### src/rtl/sr_guard_pkg.sv
// Shared types of the status register guard.
// Assumes a single nonvolatile group made of protect-enable and a 2-bit lock field.
package sr_guard_pkg;

    typedef struct packed {
        logic       wpen;
        logic [1:0] lock;
    } nv_bits_t;

    typedef enum logic [1:0] {
        PEND_NONE   = 2'd0,
        PEND_ARRAY  = 2'd1,
        PEND_STATUS = 2'd2
    } pend_kind_t;

endpackage

### src/rtl/sr_lock_decode.sv
// Decides whether an array address falls inside the locked region.
// Assumes the region is always a top-aligned power-of-two share of the
// array: none, the top quarter, the top half or all of it.
module sr_lock_decode #(
    parameter int ADDR_W = 12
) (
    input  logic [1:0]        lock,
    input  logic [ADDR_W-1:0] addr,
    output logic              locked
);
    localparam int TOP = ADDR_W - 1;

    // Compare the two top address bits against the selected share.
    always_comb begin
        unique case (lock)
            2'b00:   locked = 1'b0;
            2'b01:   locked = addr[TOP] & addr[TOP-1];
            2'b10:   locked = addr[TOP];
            default: locked = 1'b1;
        endcase
    end
endmodule

### src/rtl/sr_wp_interlock.sv
// Decides whether the status register may be written under the pin rule.
// Assumes the pin is already synchronised to clk.
module sr_wp_interlock (
    input  logic wpen,
    input  logic pin_high,
    output logic sr_allowed
);
    // Writes are blocked only when protect-enable is set and the pin is low.
    always_comb sr_allowed = pin_high | ~wpen;
endmodule

### src/rtl/sr_state.sv
// Holds the volatile latch and flag, the nonvolatile bits and the pending
// write. A write commits when busy falls after it was high at one or more
// edges. The nonvolatile bits ignore reset and power on as NV_INIT.
module sr_state
    import sr_guard_pkg::*;
#(
    parameter nv_bits_t NV_INIT = '0
) (
    input  logic     clk,
    input  logic     rst_n,
    input  logic     set_wel,
    input  logic     clr_wel,
    input  logic     set_flag,
    input  logic     clr_flag,
    input  logic     start_status,
    input  logic     start_array,
    input  nv_bits_t new_nv,
    input  logic     wr_busy,
    output logic     wel,
    output logic     flag,
    output nv_bits_t nv,
    output logic     pend_any
);
    pend_kind_t pend_q;
    nv_bits_t   pend_nv_q;
    nv_bits_t   nv_q = NV_INIT;
    logic       busy_d;
    logic       finish;

    assign finish   = (pend_q != PEND_NONE) && busy_d && !wr_busy;
    assign pend_any = (pend_q != PEND_NONE);
    assign nv       = nv_q;

    // Remember the busy level of the previous cycle to find its fall.
    always_ff @(posedge clk) begin
        if (!rst_n) busy_d <= 1'b0;
        else        busy_d <= wr_busy;
    end

    // Write-enable latch: a clear or a finished write wins over a set.
    always_ff @(posedge clk) begin
        if (!rst_n)                  wel <= 1'b0;
        else if (finish || clr_wel)  wel <= 1'b0;
        else if (set_wel)            wel <= 1'b1;
    end

    // Flag latch: a clear wins over a set.
    always_ff @(posedge clk) begin
        if (!rst_n)        flag <= 1'b0;
        else if (clr_flag) flag <= 1'b0;
        else if (set_flag) flag <= 1'b1;
    end

    // Track which kind of granted write is waiting for busy to fall.
    always_ff @(posedge clk) begin
        if (!rst_n)            pend_q <= PEND_NONE;
        else if (finish)       pend_q <= PEND_NONE;
        else if (start_status) pend_q <= PEND_STATUS;
        else if (start_array)  pend_q <= PEND_ARRAY;
    end

    // Capture the new nonvolatile value when a status write is granted.
    always_ff @(posedge clk) begin
        if (start_status) pend_nv_q <= new_nv;
    end

    // Commit the nonvolatile bits; reset leaves them untouched.
    always_ff @(posedge clk) begin
        if (rst_n && finish && (pend_q == PEND_STATUS)) nv_q <= pend_nv_q;
    end
endmodule

### src/rtl/eeprom_sr_guard.sv
// Top of the status register guard. Grants or denies array and status
// writes in the cycle of the request and builds the read byte.
// Assumes the strobes are single-cycle pulses from the instruction decoder.
module eeprom_sr_guard
    import sr_guard_pkg::*;
#(
    parameter int       ADDR_W  = 12,
    parameter int       BYTE_W  = 8,
    parameter nv_bits_t NV_INIT = '0
) (
    input  logic              clk,
    input  logic              rst_n,
    input  logic              cmd_wren,
    input  logic              cmd_wrds,
    input  logic              cmd_sflb,
    input  logic              cmd_rflb,
    input  logic              cmd_wrsr,
    input  logic [BYTE_W-1:0] wrsr_data,
    input  logic              cmd_awr,
    input  logic [ADDR_W-1:0] awr_addr,
    input  logic              unlock_pin,
    input  logic              wr_busy,
    output logic [BYTE_W-1:0] status_byte,
    output logic              awr_grant,
    output logic              awr_deny,
    output logic              sr_grant,
    output logic              sr_deny
);
    localparam int BIT_WPEN = BYTE_W - 1;
    localparam int BIT_LOCK = 2;
    localparam int BIT_WEL  = 1;
    localparam int BIT_FLAG = 0;

    logic     wel, flag, pend_any, locked, sr_allowed, may_write;
    nv_bits_t nv, new_nv;

    sr_lock_decode #(.ADDR_W(ADDR_W)) u_lock (
        .lock   (nv.lock),
        .addr   (awr_addr),
        .locked (locked)
    );

    sr_wp_interlock u_wp (
        .wpen       (nv.wpen),
        .pin_high   (unlock_pin),
        .sr_allowed (sr_allowed)
    );

    // Common gate: latch set, engine idle, nothing waiting to commit.
    always_comb may_write = wel && !wr_busy && !pend_any;

    // Per-request decisions; exactly one answer per request.
    always_comb begin
        awr_grant = cmd_awr && may_write && !locked;
        awr_deny  = cmd_awr && !awr_grant;
        sr_grant  = cmd_wrsr && may_write && sr_allowed;
        sr_deny   = cmd_wrsr && !sr_grant;
    end

    // Select the register fields carried by a status write.
    always_comb begin
        new_nv.wpen = wrsr_data[BIT_WPEN];
        new_nv.lock = wrsr_data[BIT_LOCK+1:BIT_LOCK];
    end

    sr_state #(.NV_INIT(NV_INIT)) u_state (
        .clk          (clk),
        .rst_n        (rst_n),
        .set_wel      (cmd_wren),
        .clr_wel      (cmd_wrds),
        .set_flag     (cmd_sflb),
        .clr_flag     (cmd_rflb),
        .start_status (sr_grant),
        .start_array  (awr_grant),
        .new_nv       (new_nv),
        .wr_busy      (wr_busy),
        .wel          (wel),
        .flag         (flag),
        .nv           (nv),
        .pend_any     (pend_any)
    );

    // Assemble the read byte; unused positions read zero.
    always_comb begin
        status_byte                          = '0;
        status_byte[BIT_WPEN]                = nv.wpen;
        status_byte[BIT_LOCK+1:BIT_LOCK]     = nv.lock;
        status_byte[BIT_WEL]                 = wel;
        status_byte[BIT_FLAG]                = flag;
    end
endmodule

### config.mk
export PLATFORM = sky130hd
export DESIGN_NAME = eeprom_sr_guard
export DESIGN_NICKNAME = d
export VERILOG_FILES = /design/src/rtl/sr_guard_pkg.sv /design/src/rtl/sr_lock_decode.sv /design/src/rtl/sr_wp_interlock.sv /design/src/rtl/sr_state.sv /design/src/rtl/eeprom_sr_guard.sv
export SDC_FILE = /design/constraint.sdc
export NUM_CORES = 1
export LEC_CHECK = 0
export ABC_AREA = 0
export CELL_PAD_IN_SITES_DETAIL_PLACEMENT = 1
export CELL_PAD_IN_SITES_GLOBAL_PLACEMENT = 1
export CORE_AREA = 2 2 39 41
export CTS_CLUSTER_SIZE = 14
export DETAILED_ROUTE_END_ITERATION = 6
export DIE_AREA = 0 0 41 43
export DONT_BUFFER_PORTS = 1
export PLACE_DENSITY = 0.76
export SYNTH_ARGS = -nofsm -noshare
export SYNTH_HDL_FRONTEND = slang
export SYNTH_HIERARCHICAL = 1
export SYNTH_SLANG_ARGS = --single-unit
### constraint.sdc
create_clock -name clk -period 4.5 [get_ports clk]
set_input_delay 0.9 -clock clk [delete_from_list [all_inputs] [get_ports clk]]
set_output_delay 0.9 -clock clk [all_outputs]
set_load 0.02 [all_outputs]
==> flow_metrics.env, run 1 <==
export IMPL_die_width_microns=41
export IMPL_synth_simple_area_share_pct=20.6
export IMPL_fin_setup_tns_ps=0
export IMPL_drtIter0Drc=4
export IMPL_worst_pin_slew_ps=690
export IMPL_overflow=0
export IMPL_yosysSeqAreaShare_pct=53.1
export IMPL_post_route_cell_area_sq_um=544
export IMPL_setup_viol=0
export IMPL_hold_violations=0
export IMPL_die_area_sq_mm=0.00176
export IMPL_yosysTopAreaCell="edfxtp_1"
export IMPL_avgSynthCellArea_sq_um=12.9
export IMPL_clkTransAtPathRegs_ps=60
export IMPL_drc=0
export IMPL_vias=301
export IMPL_crit_slowest_cell="nor3b_2"
export IMPL_rows=14
export IMPL_async_flop_share_pct=0
export IMPL_rsz0062_at_grt="false"
export IMPL_finish_net_count=73
export IMPL_grt_pass1_wl_microns=1390
export IMPL_diodes=0
export IMPL_synth_xor_xnor_area_share_pct=0
export IMPL_synthToLayoutAreaGrowth_pct=3.08
export IMPL_drv_cap=0
export IMPL_finClkSkew_ps=4.39
export IMPL_powerDensity_mw_per_mm2=346
export IMPL_crit_path_end_kind="primary output"
export IMPL_ios=42
export IMPL_cts_sinks=11
export IMPL_clock_path_buffers=2
export IMPL_cts_buffers=3
export IMPL_muxShareOfSynthArea_pct=0
export IMPL_synthDistinctLibCells=23
export IMPL_hold_ws_ps=427
export IMPL_cts_setup_buffers=0
export IMPL_cp_arrival_ps=1760
export IMPL_r2r_start="u_state/pend_q[0]"
export IMPL_fill_cells=149
export IMPL_root_buffer="clkbuf_4"
export IMPL_ys_warn_count=6
export IMPL_clock_latency_ps=260
export IMPL_synthCells=41
export IMPL_path_class="in -> out"
export IMPL_r2r_end="u_state/pend_q[0]"
export IMPL_grt_start_max_net_pins=7
export IMPL_post_route_min_period_ps=2660
export IMPL_power_leakage_uw=0.000180
export IMPL_ctsHoldBuffers=0
export IMPL_ant_nets=0
export IMPL_synth_ff_type="edfxtp_1"
export IMPL_critPathRequiredTime_ps=3600
export IMPL_ir_drop_mv=0.168
export IMPL_grt_pass1_vias=335
export IMPL_syn_area_sq_um=528
export IMPL_hpwl_microns=773
export IMPL_status="completed"
export IMPL_synthAdderAreaFrac_pct=0
export IMPL_initial_utilization_pct=38.2
export IMPL_post_route_cells_drive_above_1_share_pct=23.8
export IMPL_core_area_sq_mm=0.00138
export IMPL_post_dp_cell_area_sq_um=518
export IMPL_hp_class="reg -> reg"
export IMPL_synth_edff_count=6
export IMPL_synthTopCellsByArea="edfxtp_1 (34%), dfxtp_1 (19%), a2111oi_4 (10%), buf_4 (7.1%), a221oi_2 (2.8%)"
export IMPL_cts_htree_levels=1
export IMPL_crit_family="simple AND/OR/NAND/NOR gates"
export IMPL_port_buffers=0
export IMPL_wl_per_cell_microns=15.6
export IMPL_cp_start_kind="input pin"
export IMPL_viasPerCell=5.19
export IMPL_firstDrtPassIters=3
export IMPL_synth_top_area_share_pct=34.1
export IMPL_mostFrequentLayoutCell="edfxtp_1"
export IMPL_critPathBufInv=0
export IMPL_cp_max_fo=4
export IMPL_maxSlewHeadroom_pct=53.6
export IMPL_cts_resized_gates=0
export IMPL_max_freq_ghz=0.376
export IMPL_cp_depth=2
export IMPL_synth_seq_cells=11
export IMPL_gp_congestion=0.784
export IMPL_worstSetupEndpoint="awr_grant"
export IMPL_critPathMaxStageDelay_ps=450
export IMPL_reg2reg_slack_ps=2480
export IMPL_die_y_microns=43
export IMPL_maxSlewViolCount=0
export IMPL_cts_tree="done"
export IMPL_grt_use_total_pct=12.4
export IMPL_postRouteWirelength_microns=904
export IMPL_layout_common_cells="edfxtp_1 (6), dfxtp_1 (5), conb_1 (3), clkbuf_4 (3), nor2_1 (3)"
export IMPL_rr_worst_depth=5
export IMPL_startpoint="wr_busy"
export IMPL_synth_top_family_by_area="simple AND/OR/NAND/NOR gates"
export IMPL_path_cells="or3b_1 -> nor3b_2"
export IMPL_synth_compound_area_share_pct=17.1
export IMPL_post_route_period_util_pct=59.0
export IMPL_antenna_found_initial=0
-- report_power, final --
part           leakage, uW  switching (uW)  internal [uW]  total, uW
combinational    0.0000699            9.36           4.81       14.2
sequential       0.0000950            2.29            107        110
clock            0.0000150            30.3           34.2       64.6
-- logic make-up (layout without fill, tap and decap cells) --
| kind of cell | count (synthesis) | in the layout |
|---|---|---|
| compound gates | 6 | 6 |
| other cells | 1 | 3 |
| buf+inv | 7 | 6 |
| flops | 11 | 11 |
| simple gates | 16 | 16 |
-- cell type report --
cell class / instances / area (sq um) / area share (%)
Sequential cell: 11 / 280 / 51.5
Inverter: 2 / 7.51 / 1.38
Tap cell: 16 / 20.0 / 3.68
Multi-Input combinational cell: 25 / 210 / 38.6
Clock buffer: 4 / 26.3 / 4.83
-- registers in the layout, summed over array words and instances, names as in the netlist --
register / cells
u_state/nv: 3
u_state/pend_nv_q: 3
u_state/pend_q: 2
u_state/busy_d: 1
u_state/flag: 1
u_state/wel: 1
-- metal layers --
layer | GRT usage [%] | part of all wire [%]
met1 | 12.0 | 33
met5 | 0 | 0
met4 | 12.0 | 5.6
met2 | 19.7 | 56
met3 | 2.62 | 5.6
-- worst min path at each step --
stage	from	endpoint	slack (ps)	depth (start not counted)
after floorplan	u_state/pend_nv_q[0]	u_state/nv[0]	400	0
after global placement	u_state/pend_nv_q[1]	u_state/nv[1]	400	0
after detailed placement	u_state/pend_nv_q[1]	u_state/nv[1]	410	0
after CTS	u_state/pend_nv_q[1]	u_state/nv[1]	430	0
after global routing	u_state/pend_nv_q[0]	u_state/nv[0]	430	0
final	u_state/pend_nv_q[1]	u_state/nv[1]	430	0
-- cell usage after synthesis (all sizes together), types with 2 or more instances --
| master | instances |
|---|---|
| inv | 2 |
| buf | 5 |
| edfxtp | 6 |
| dfxtp | 5 |
| a2111oi | 2 |
| nor3b | 2 |
| nand2b | 2 |
| nor2 | 3 |
-- stage by stage --
step	power, uW	cells	util, %	worst slack (ps)
after floorplan	128	43	-	1920
after global placement	125	54	37.4	1840
after detailed placement	126	54	37.4	1850
after CTS	192	58	39.3	1850
after global routing	196	58	39.3	1810
final	188	58	39.3	1840
No activity file was read; power rests on OpenSTA's default activity.
==> inputs of run 2 (changes only) <==
--- a/config.mk
+++ b/config.mk
@@ -8,12 +8,11 @@
 export ABC_AREA = 0
 export CELL_PAD_IN_SITES_DETAIL_PLACEMENT = 1
 export CELL_PAD_IN_SITES_GLOBAL_PLACEMENT = 1
-export CORE_AREA = 2 2 39 41
+export CORE_UTILIZATION = 36
 export CTS_CLUSTER_SIZE = 14
 export DETAILED_ROUTE_END_ITERATION = 6
-export DIE_AREA = 0 0 41 43
 export DONT_BUFFER_PORTS = 1
-export PLACE_DENSITY = 0.76
+export PLACE_DENSITY = 0.73
 export SYNTH_ARGS = -nofsm -noshare
 export SYNTH_HDL_FRONTEND = slang
 export SYNTH_HIERARCHICAL = 1
==> constraint.sdc (replaced) <==
create_clock -name clk -period 2.2 [get_ports clk]
set_input_delay 0.44 -clock clk [delete_from_list [all_inputs] [get_ports clk]]
set_output_delay 0.44 -clock clk [all_outputs]
set_load 0.02 [all_outputs]
==> run 2 against run 1 <==
Net effect: total power up 100%; die area fell by 7.9%; sequential power is 100% higher; critical path depth is 2 higher; count of clock-buffer cells in the layout stayed put; combinational power grew 100%; largest power group unchanged.
==> flow_metrics.env, run 2 (synthesized netlist as in run 1, its figures left out) <==
export IMPL_status="completed"
export IMPL_clock_path_buffers=2
export IMPL_ctsHoldBuffers=0
export IMPL_crit_path_end_kind="primary output"
export IMPL_grt_pass1_wl_microns=1080
export IMPL_swShare_pct=22.2
export IMPL_hold_depth=1
export IMPL_finish_net_count=74
export IMPL_max_freq_ghz=0.471
export IMPL_cts_setup_buffers=0
export IMPL_crit_slowest_cell="or3b_1"
export IMPL_ant_nets=0
export IMPL_firstDrtPassIters=2
export IMPL_worstSetupEndpoint="awr_grant"
export IMPL_viasPerCell=5.00
export IMPL_cp_max_fo=5
export IMPL_grt_pass1_vias=273
export IMPL_ios=42
export IMPL_drv_cap=0
export IMPL_root_buffer="clkbuf_4"
export IMPL_diodes=0
export IMPL_vias=290
export IMPL_gp_congestion=0.610
export IMPL_path_class="reg -> out"
export IMPL_overflow=0
export IMPL_rows=13
export IMPL_mostFrequentLayoutCell="edfxtp_1"
export IMPL_critPathRequiredTime_ps=1760
export IMPL_post_route_cell_area_sq_um=551
export IMPL_hp_class="in -> reg"
export IMPL_die_y_microns=40.3
export IMPL_worst_pin_slew_ps=669
export IMPL_p_seq_share_pct=58.2
export IMPL_power_internal_uw=300
export IMPL_maxSlewHeadroom_pct=55.0
export IMPL_rr_worst_depth=5
export IMPL_fill_cells=148
export IMPL_powerDensity_mw_per_mm2=699
export IMPL_synthToLayoutAreaGrowth_pct=4.27
export IMPL_hold_violations=0
export IMPL_path_cells="or2_4 -> or3b_1 -> nor3b_2 -> buf_4"
export IMPL_fin_setup_tns_ps=0
export IMPL_ir_drop_mv=0.316
export IMPL_postRouteWirelength_microns=807
export IMPL_drc=0
export IMPL_cts_sinks=11
export IMPL_cts_htree_levels=1
export IMPL_wl_per_cell_microns=13.9
export IMPL_post_route_cells_drive_above_1_share_pct=25.6
export IMPL_die_width_microns=40.3
export IMPL_core_area_sq_mm=0.00133
export IMPL_port_buffers=0
export IMPL_layout_common_cells="edfxtp_1 (6), dfxtp_1 (5), conb_1 (3), clkbuf_4 (3), nor2_1 (3)"
export IMPL_initial_utilization_pct=39.6
export IMPL_cp_arrival_ps=1680
export IMPL_clkPwrFrac_pct=34.3
export IMPL_final_instance_count_excl_fill=58
export IMPL_reg2reg_slack_ps=380
export IMPL_r2r_start="u_state/pend_q[0]"
export IMPL_maxSlewViolCount=0
export IMPL_cp_start_kind="flip-flop"
export IMPL_comb_power_share_pct=7.5
export IMPL_regArea_sq_um=280
export IMPL_cts_resized_gates=0
export IMPL_r2r_end="u_state/pend_q[1]"
export IMPL_post_route_period_util_pct=96.6
export IMPL_setup_viol=0
export IMPL_drtIter0Drc=3
export IMPL_multi_input_area_sq_um=210
export IMPL_placed_cells=54
export IMPL_die_area_sq_mm=0.00162
export IMPL_power_leakage_uw=0.000185
export IMPL_finClkSkew_ps=8.45
export IMPL_post_route_min_period_ps=2120
export IMPL_cts_buffers=3
export IMPL_grt_use_total_pct=11.2
export IMPL_antenna_found_initial=0
export IMPL_startpoint="u_state/pend_q[0]"
export IMPL_rsz0062_at_grt="false"
export IMPL_clkTransAtPathRegs_ps=70
export IMPL_hold_ws_ps=229
export IMPL_cts_tree="done"
export IMPL_power_switching_uw=85.4
export IMPL_grt_start_max_net_pins=7
export IMPL_clock_latency_ps=260
export IMPL_post_dp_cell_area_sq_um=524
export IMPL_critPathMaxStageDelay_ps=400
==> run 2: cell types whose count changed in the layout (fill, tap and decap cells not counted) <==
cell | previous run | this run
buf_4 | 0 | 1
==> run 2: final cells by class <==
cell class                 count  share of cell area, %
clock buffer                   4                   4.77
inverter                       2                   1.36
multi-input combinational     25                   38.2
sequential                    11                   50.9
tap                           15                   3.41
timing repair buffer           1                   1.36
==> run 2: worst max-delay path, delay by kind of cell (launching register included) <==
| family | cells | cell delay [ps] |
|---|---|---|
| and+or+nand+nor | 3 | 910 |
| buffers and inverters | 1 | 190 |
| DFF | 1 | 320 |
==> run 2: power groups by stage <==
stage	Clock, uW	Combinational [uW]	Sequential, uW
after floorplan	0	35.4	226
after global placement	0	28.4	228
after detailed placement	0	29.2	229
after CTS	140	29.2	224
after global routing	147	31.7	225
final	132	29.0	224
==> run 2: worst min-delay path by stage <==
stage / from / endpoint
floorplan: u_state/pend_nv_q[0] / u_state/nv[0]
global placement: u_state/pend_nv_q[2] / u_state/nv[2]
detailed placement: u_state/pend_nv_q[1] / u_state/nv[1]
CTS: cmd_wrds / u_state/wel
global route: cmd_wrds / u_state/wel
finish: cmd_wrds / u_state/wel
==> run 2: per-stage QoR <==
step	utilization, %	power, uW	setup slack, ps
after floorplan	-	261	322
after global placement	39.3	257	401
after detailed placement	39.3	258	352
after CTS	41.3	393	60.7
after global routing	41.3	403	6.42
final	41.3	385	75.5
==> run 2: per-layer routing <==
metal	vias to the layer above	GRT usage [%]	wire length (microns)	share of wire, %
li1	146	-	-	-
met1	122	11.1	319	40
met2	20	18.1	388	48
met3	2	5.56	91	11
met4	0	7.50	8	0.99
met5	-	0	0	0
==> inputs of run 3 (changes only) <==
--- a/config.mk
+++ b/config.mk
@@ -12,7 +12,9 @@
 export CTS_CLUSTER_SIZE = 14
 export DETAILED_ROUTE_END_ITERATION = 6
 export DONT_BUFFER_PORTS = 1
+export MAX_ROUTING_LAYER = met4
 export PLACE_DENSITY = 0.73
+export SETUP_SLACK_MARGIN = 0.02
 export SYNTH_ARGS = -nofsm -noshare
 export SYNTH_HDL_FRONTEND = slang
 export SYNTH_HIERARCHICAL = 1
==> run 3 against run 2 <==
Net effect: first-iteration DRC count decreased by 33%; flip-flop and latch count unchanged; total power increased by 0.46%; global-route usage up 0.32 points; largest cell class unchanged.
==> flow_metrics.env, run 3 (synthesized netlist as in run 1, its figures left out) <==
export IMPL_status="completed"
export IMPL_cts_buffers=3
export IMPL_wl_per_cell_microns=13.9
export IMPL_crit_slowest_cell="or3b_4"
export IMPL_grt_start_max_net_pins=7
export IMPL_rr_worst_depth=5
export IMPL_grt_pass1_vias=273
export IMPL_r2r_start="u_state/pend_q[0]"
export IMPL_grt_pass1_wl_microns=1080
export IMPL_clkTransAtPathRegs_ps=70
export IMPL_clock_latency_ps=260
export IMPL_maxSlewHeadroom_pct=55.0
export IMPL_worst_pin_slew_ps=669
export IMPL_vias=291
export IMPL_firstDrtPassIters=2
export IMPL_grt_use_total_pct=11.5
export IMPL_cts_sinks=11
export IMPL_die_area_sq_mm=0.00162
export IMPL_core_area_sq_mm=0.00133
export IMPL_post_route_min_period_ps=2120
export IMPL_maxSlewViolCount=0
export IMPL_cp_start_kind="flip-flop"
export IMPL_critPathRequiredTime_ps=1760
export IMPL_synthToLayoutAreaGrowth_pct=6.16
export IMPL_clkPwrFrac_pct=34.2
export IMPL_rows=13
export IMPL_critPathBufInv=1
export IMPL_path_class="reg -> out"
export IMPL_comb_power_share_pct=7.9
export IMPL_crit_family="simple AND/OR/NAND/NOR gates"
export IMPL_fin_setup_tns_ps=0
export IMPL_power_internal_uw=301
export IMPL_cts_tree="done"
export IMPL_hold_ws_ps=228
export IMPL_cp_max_fo=5
export IMPL_reg2reg_slack_ps=480
export IMPL_viasPerCell=5.02
export IMPL_layout_common_cells="edfxtp_1 (6), dfxtp_1 (5), conb_1 (3), clkbuf_4 (3), nor2_1 (3)"
export IMPL_clock_path_buffers=2
export IMPL_swShare_pct=22.3
export IMPL_diodes=0
export IMPL_p_seq_share_pct=57.9
export IMPL_worstHoldEndpoint="u_state/wel"
export IMPL_power_switching_uw=86.1
export IMPL_cp_arrival_ps=1680
export IMPL_overflow=0
export IMPL_setup_viol=0
export IMPL_r2r_end="u_state/pend_q[0]"
export IMPL_path_cells="or2_4 -> or3b_4 -> nor3b_4 -> buf_4"
export IMPL_ios=42
export IMPL_finish_net_count=74
export IMPL_hold_depth=1
export IMPL_drv_cap=0
export IMPL_power_leakage_uw=0.000191
export IMPL_antenna_found_initial=0
export IMPL_post_route_period_util_pct=96.3
export IMPL_die_width_microns=40.3
export IMPL_drtIter0Drc=2
export IMPL_rsz0062_at_grt="false"
export IMPL_critPathMaxStageDelay_ps=400
export IMPL_max_freq_ghz=0.472
export IMPL_crit_path_end_kind="primary output"
export IMPL_initial_utilization_pct=39.6
export IMPL_cts_setup_buffers=0
export IMPL_hp_start="cmd_wrds"
export IMPL_ant_nets=0
export IMPL_root_buffer="clkbuf_4"
export IMPL_gp_congestion=0.614
export IMPL_finClkSkew_ps=8.72
export IMPL_powerDensity_mw_per_mm2=690
export IMPL_postRouteWirelength_microns=809
export IMPL_hold_violations=0
export IMPL_post_route_cells_drive_above_1_share_pct=30.2
export IMPL_hp_class="in -> reg"
export IMPL_drc=0
export IMPL_die_y_microns=40.3
export IMPL_cts_htree_levels=1
export IMPL_ir_drop_mv=0.316
export IMPL_port_buffers=0
export IMPL_mostFrequentLayoutCell="edfxtp_1"
[run 3: cell types whose count changed in the layout (fill, tap and decap cells not counted)]
| cell | change |
|---|---|
| and3_2 | +1 |
| nor3b_4 | +1 |
| and3_1 | -1 |
| or3b_4 | +1 |
| or3b_1 | -1 |
| nor3b_2 | -1 |
[run 3: worst max-delay path by stage]
| stage | from | endpoint | cells past startpoint |
|---|---|---|---|
| 2_1_floorplan | u_state/pend_q[0] | u_state/pend_q[0] | 5 |
| 3_3_place_gp | u_state/pend_q[0] | sr_grant | 3 |
| 3_5_place_dp | u_state/pend_q[0] | u_state/pend_q[1] | 5 |
| 4_1_cts | u_state/pend_q[0] | awr_grant | 4 |
| 5_1_grt | u_state/pend_q[0] | awr_grant | 4 |
| 6_report | u_state/pend_q[0] | awr_grant | 4 |
[run 3: layout make-up]
cell class | instances | area (sq um)
sequential | 11 | 280
fill | 144 | 773
tap | 15 | 18.8
timing repair buffer | 1 | 7.51
inverter | 2 | 7.51
clock buffer | 4 | 26.3
multi-input combinational | 25 | 220
[run 3: power by group through the flow]
stage / Sequential (uW) / Clock (uW) / Combinational [uW]
CTS: 224 / 140 / 29.2
global placement: 228 / 0 / 28.4
detailed placement: 229 / 0 / 29.2
global route: 225 / 147 / 33.3
finish: 224 / 132 / 30.5
floorplan: 226 / 0 / 35.4
[run 3: through the flow]
stage | setup slack, ps | cells | instance area [sq um] | utilization [%] | total power [uW]
finish | 80.9 | 58 | 561 | 42.0 | 387
global route | 23.8 | 58 | 561 | 42.0 | 404
CTS | 60.7 | 58 | 551 | 41.3 | 393
detailed placement | 352 | 54 | 524 | 39.3 | 258
global placement | 401 | 54 | 524 | 39.3 | 257
floorplan | 322 | 43 | 536 | - | 261
[run 3: what timing repair did]
action | in CTS | in global routing
setup endpoints to repair | 0 | 2
hold endpoints to repair | 0 | 0
hold buffers | 0 | 0
gates resized for setup | 0 | 3
[run 3: routing by layer]
layer  wire length (microns)  track usage, %  vias up
met1                     317            11.1      125
met5                       0               -        -
met3                      90            5.56        2
met4                       8            7.50        0
li1                        -               -      144
met2                     392            18.1       20
